===== src/rtl/bank_ea_gen.sv =====
module bank_ea_gen #(
  parameter int AW = 16,
  parameter int KW = 4
) (
  input  logic             clk,
  input  logic             rst_n,
  input  logic             valid_i,
  input  logic [2:0]       mode_i,
  input  logic [1:0]       idx_sel_i,
  input  logic [AW-1:0]    ix_i,
  input  logic [KW-1:0]    xk_i,
  input  logic [AW-1:0]    iy_i,
  input  logic [KW-1:0]    yk_i,
  input  logic [AW-1:0]    iz_i,
  input  logic [KW-1:0]    zk_i,
  input  logic [AW-1:0]    acc_i,
  input  logic [AW-1:0]    pc_i,
  input  logic [KW-1:0]    pk_i,
  input  logic [KW-1:0]    ek_i,
  input  logic [AW+KW-1:0] ofs_i,
  input  logic             taken_i,
  output logic [AW+KW-1:0] ea_o,
  output logic             ea_valid_o,
  output logic             xwr_en_o,
  output logic [AW-1:0]    xwr_data_o
);
  localparam int EW = AW + KW;
  localparam logic [2:0] M_EXT   = 3'd0;
  localparam logic [2:0] M_IDX8  = 3'd1;
  localparam logic [2:0] M_IDX16 = 3'd2;
  localparam logic [2:0] M_IDX20 = 3'd3;
  localparam logic [2:0] M_ACC   = 3'd4;
  localparam logic [2:0] M_REL8  = 3'd5;
  localparam logic [2:0] M_REL16 = 3'd6;
  localparam logic [2:0] M_POST  = 3'd7;

  logic [EW-1:0] base, ea_d;
  wire  [EW-1:0] off8u  = EW'(ofs_i[7:0]);
  wire  [EW-1:0] off16s = {{KW{ofs_i[AW-1]}}, ofs_i[AW-1:0]};
  wire  [EW-1:0] accu   = EW'(acc_i);
  wire  [AW-1:0] sx8    = {{(AW-8){ofs_i[7]}}, ofs_i[7:0]};
  wire  [AW-1:0] pc_b   = taken_i ? pc_i + sx8 : pc_i;
  wire  [AW-1:0] pc_w   = taken_i ? pc_i + ofs_i[AW-1:0] : pc_i;

  always_comb begin
    case (idx_sel_i)
      2'd0:    base = {xk_i, ix_i};
      2'd1:    base = {yk_i, iy_i};
      default: base = {zk_i, iz_i};
    endcase
  end

  always_comb begin
    case (mode_i)
      M_EXT:   ea_d = {ek_i, ofs_i[AW-1:0]};
      M_IDX8:  ea_d = base + off8u;
      M_IDX16: ea_d = base + off16s;
      M_IDX20: ea_d = base + ofs_i;
      M_ACC:   ea_d = base + accu;
      M_REL8:  ea_d = {pk_i, pc_b};
      M_REL16: ea_d = {pk_i, pc_w};
      default: ea_d = {xk_i, ix_i};
    endcase
  end

  always_ff @(posedge clk) begin
    if (!rst_n) begin
      ea_o       <= '0;
      ea_valid_o <= 1'b0;
      xwr_en_o   <= 1'b0;
      xwr_data_o <= '0;
    end else begin
      ea_valid_o <= valid_i;
      xwr_en_o   <= valid_i && (mode_i == M_POST);
      if (valid_i) begin
        ea_o       <= ea_d;
        xwr_data_o <= ix_i + sx8;
      end
    end
  end

  p_valid_r1: assert property (@(posedge clk) disable iff (!rst_n)
    valid_i |=> ea_valid_o);
  p_ext_r2: assert property (@(posedge clk) disable iff (!rst_n)
    valid_i && mode_i == M_EXT |=> ea_o == {$past(ek_i), $past(ofs_i[AW-1:0])});
  p_rel_bank_r7: assert property (@(posedge clk) disable iff (!rst_n)
    valid_i && (mode_i == M_REL8 || mode_i == M_REL16) |=> ea_o[EW-1:AW] == $past(pk_i));
  p_rel_idle_r7: assert property (@(posedge clk) disable iff (!rst_n)
    valid_i && (mode_i == M_REL8 || mode_i == M_REL16) && !taken_i
      |=> ea_o == {$past(pk_i), $past(pc_i)});
  p_post_ea_r8: assert property (@(posedge clk) disable iff (!rst_n)
    valid_i && mode_i == M_POST |=> ea_o == {$past(xk_i), $past(ix_i)} && xwr_en_o);
  p_no_wr_r8: assert property (@(posedge clk) disable iff (!rst_n)
    valid_i && mode_i != M_POST |=> !xwr_en_o);
  p_wr_with_ea_r8: assert property (@(posedge clk) disable iff (!rst_n)
    xwr_en_o |-> ea_valid_o);
  p_hold_r10: assert property (@(posedge clk) disable iff (!rst_n)
    !valid_i |=> $stable(ea_o) && !ea_valid_o && !xwr_en_o);
endmodule


===== config.mk =====
export PLATFORM = sky130hd
export DESIGN_NAME = bank_ea_gen
export DESIGN_NICKNAME = d
export VERILOG_FILES = /design/src/rtl/bank_ea_gen.sv
export SDC_FILE = /design/constraint.sdc
export NUM_CORES = 1
export LEC_CHECK = 0
export BUFFER_PORTS_ARGS = -buffer_cell sky130_fd_sc_hd__buf_2
export CAP_MARGIN = 30
export CORE_ASPECT_RATIO = 1.1
export CORE_UTILIZATION = 40
export DETAILED_ROUTE_END_ITERATION = 12
export SYNTH_ARGS = -nofsm -noshare
export SYNTH_HDL_FRONTEND = slang
export SYNTH_SLANG_ARGS = --single-unit

===== constraint.sdc =====
create_clock -name clk -period 4.96 [get_ports clk]
set_clock_uncertainty 0.1 [all_clocks]
set_input_delay 0.248 -clock clk [delete_from_list [all_inputs] [get_ports clk]]
set_output_delay 0.248 -clock clk [all_outputs]
set_load 0.1 [all_outputs]

==> impl_metrics.ini <==
[status]
status = completed

[global_route]
grt_pass1_wl_mm = 33.3
grt_max_degree = 47
antenna_found_initial = 0
first_global_vias = 6352
grt_usage_pct = 30.1
grt-ovfl-total = 0

[floorplan]
coreArea_um2 = 13200
dieArea_um2 = 14100
die_w_um = 113
dieHeight_um = 124
rows = 44
io_pins = 167
initial_core_util_pct = 41.1

[setup_path]
crit_required_ns = 5.01
cp-startpoint = mode_i[0]
crit_fanout = 8
worstSetupPathType = input pin to flop
r2r_end = xwr_data_o[13]
crit_chain = buf_2 -> or2_2 -> nor2_1 -> o21ai_0 -> fa_1 -> a21o_1 -> a2111oi_4 -> o31ai_2 -> a41oi_2 -> a211o_1 -> o21ai_1 -> xor2_1 -> a221oi_1 -> a211oi_1
worst-r2r-cell-count = 4
cpMaxStageDelayCell = fa_1
cp_slowest_stage_delay_ns = 0.52
arrival_ns = 3.76
r2r-start = xwr_data_o[13]
rrSetupSlack_ns = 3.77
crit_path_end = ea_o[18]
cp-end-kind = flop
startpoint_type = input pin

[clock_tree]
h-tree-depth = 2
cts.clk_slew.worst_paths_ns = 0.07
clkLatencyLatePin_ns = 0.29
cts_resized = 0
clock-root-buffer = clkbuf_16
cts_tree = yes
post-cts-setup-buffers = 0
holdBufCountCts = 0
clock-sinks = 38
cts_made_buffers = 5
cts.path.max_buffers = 2

[layout]
postLayoutCoreUtil_pct = 50.0
area_delta_synth_final_pct = 21.4
register_area_um2 = 761
insertedDiodeCount = 0
fill_cells = 1342
multi_input_area_um2 = 4490
layout.nets = 1077
drive_gt1_share_pct = 23.3

[pwr]
power_density_nw_per_um2 = 269
p_switching_uw = 816
pwr-share-clk_pct = 25.5
p_comb_share_pct = 54.6
ir_drop_mv = 0.159
seqPwrFrac_pct = 20.0
internal_power_uw = 957
p_sw_share_pct = 46.0
p_leak_uw = 0.00311

[timing]
post-route-min-period_ns = 3.71
period_share_pct = 74.8
drv_slew = 0
finalSetupTns_ns = 0
hold_viol_final = 0
finalSetupViolations = 0
worstMarginPinSlew_ns = 0.893
rsz0062_at_grt = no
max_freq_mhz = 270
slew_headroom_pct = 40.3

[placement]
place_hpwl_mm = 16.7
place.gp.congestion = 0.939
portBuffers = 166

[logic_synthesis]
ys_async_sr_fraction_pct = 0
synthDistinctLibCells = 74
ys_ff_latch = 38
ys_seq_area_share_pct = 14.0
synth-edff-count = 0
synth.avg_cell_area_um2 = 7.33
syn-cell-area_um2 = 5440
synthCells = 742
synth_nets = 930
ys.warnings.count = 0
synthFlopType = dfxtp_1

[routing]
drc = 0
wl_per_cell_um = 19.7
viasPerCell = 5.91
drtIter0Drc = 484
wl_mm = 20.7
dr_total_vias = 6216
drt_pass1_iterations = 5
ant_nets = 0

[min_path]
min_path_cells = 3
worst_hold_startpoint = xk_i[0]
hold_class = input pin to flop

[flow_run]
maxCapViolCount = 0
power by group through the flow:
stage	clock network, uW	logic [uW]	registers [uW]
3_3_place_gp	0	945	361
5_1_grt	470	1040	358
2_1_floorplan	0	490	584
3_5_place_dp	0	955	360
6_report	452	967	354
4_1_cts	457	960	354
cell usage in the layout, fill, tap and decap left out, drive strengths merged, types with 8 or more instances in the layout:
| cell type | instances |
|---|---|
| nor2 | 67 |
| buf | 174 |
| a31oi | 8 |
| xnor2 | 35 |
| a21oi | 58 |
| nor3 | 14 |
| xor2 | 10 |
| dfxtp | 38 |
| nand2 | 111 |
| ha | 56 |
| nand3 | 23 |
| a211oi | 15 |
| o21a | 10 |
| o211ai | 8 |
| inv | 14 |
| a21o | 15 |
| mux2i | 39 |
| nor2b | 13 |
| o21ai | 57 |
how the worst min path moves through the flow:
stage,end,slack [ns]
after floorplan,ea_o[13],0.31
after global placement,ea_o[9],0.35
after detailed placement,ea_o[2],0.36
after CTS,ea_o[13],0.17
after global routing,ea_o[13],0.18
final,ea_o[16],0.18
per-layer routing:
metal	wire length (um)	track usage (%)	part of all wire, %
met4	416	7.59	2.0
met5	0	0	0
met2	9620	50.4	46
met3	1030	2.97	5.0
met1	9660	41.1	47
per-stage QoR:
| step | instances | worst slack, ns | hold WS [ns] | cell area (um2) | power (uW) |
|---|---|---|---|---|---|
| after CTS | 1051 | 1.27 | 0.173 | 6600 | 1770 |
| after floorplan | 742 | 1.11 | 0.312 | 5440 | 1070 |
| after global routing | 1051 | 1.05 | 0.179 | 6600 | 1870 |
| after detailed placement | 1043 | 0.999 | 0.360 | 6400 | 1310 |
| final | 1051 | 1.25 | 0.177 | 6600 | 1770 |
| after global placement | 1042 | 1.06 | 0.351 | 6390 | 1310 |
cell usage after synthesis (4+ instances only):
library cell	instances	area, um2
mux2i_1	39	390
mux2_2	4	45.0
clkbuf_1	29	109
maj3_1	4	40.0
o21ai_0	54	270
nor2b_1	13	81.3
a21o_1	15	113
a31oi_1	7	43.8
a221oi_1	7	61.3
a21oi_1	56	280
o22ai_1	6	37.5
a211oi_1	13	97.6
o32ai_1	4	35.0
inv_1	12	45.0
o221ai_1	4	35.0
nand2_1	111	417
a22o_1	6	52.6
o211ai_1	8	60.1
o21a_1	10	75.1
xnor2_1	35	307
nor2_1	67	251
a22oi_1	4	30.0
buf_1	5	18.8
xor2_1	10	87.6
nor3_1	14	70.1
dfxtp_1	38	761
ha_1	56	701
or3_1	6	37.5
nand3_1	23	115
a32o_1	4	40.0
nand2b_1	7	43.8
layout make-up:
cell class	instances	area share, %
Clock buffer	6	2.10
Clock inverter	2	0.910
Inverter	15	0.853
Tap cell	161	3.05
Multi-Input combinational cell	655	68.1
Sequential cell	38	11.5
Timing Repair Buffer	174	13.5
worst max-delay path: cells and delay by family:
kind | cells | cell delay (ns)
buf+inv | 1 | 0.11
compound gates | 9 | 1.88
xor+xnor | 1 | 0.15
fa+ha+maj | 1 | 0.52
simple gates | 2 | 0.85
flip-flops by register name, indices dropped and copies added (netlist names):
signal,flops
xwr_en_o,1
ea_o,20
ea_valid_o,1
xwr_data_o,16
logic make-up (layout without fill, tap and decap cells):
group	Yosys count	count (layout)	synth area share, %
AO/OA/AOI/OAI	245	245	31.5
XOR/XNOR	45	45	7.25
adder cells (fa/ha/maj)	63	63	14.7
buffers and inverters	49	197	3.38
flip-flops	38	38	14.0
multiplexers	43	43	8.01
AND/OR/NAND/NOR	259	259	21.1
(Power assumes the default switching activity.)
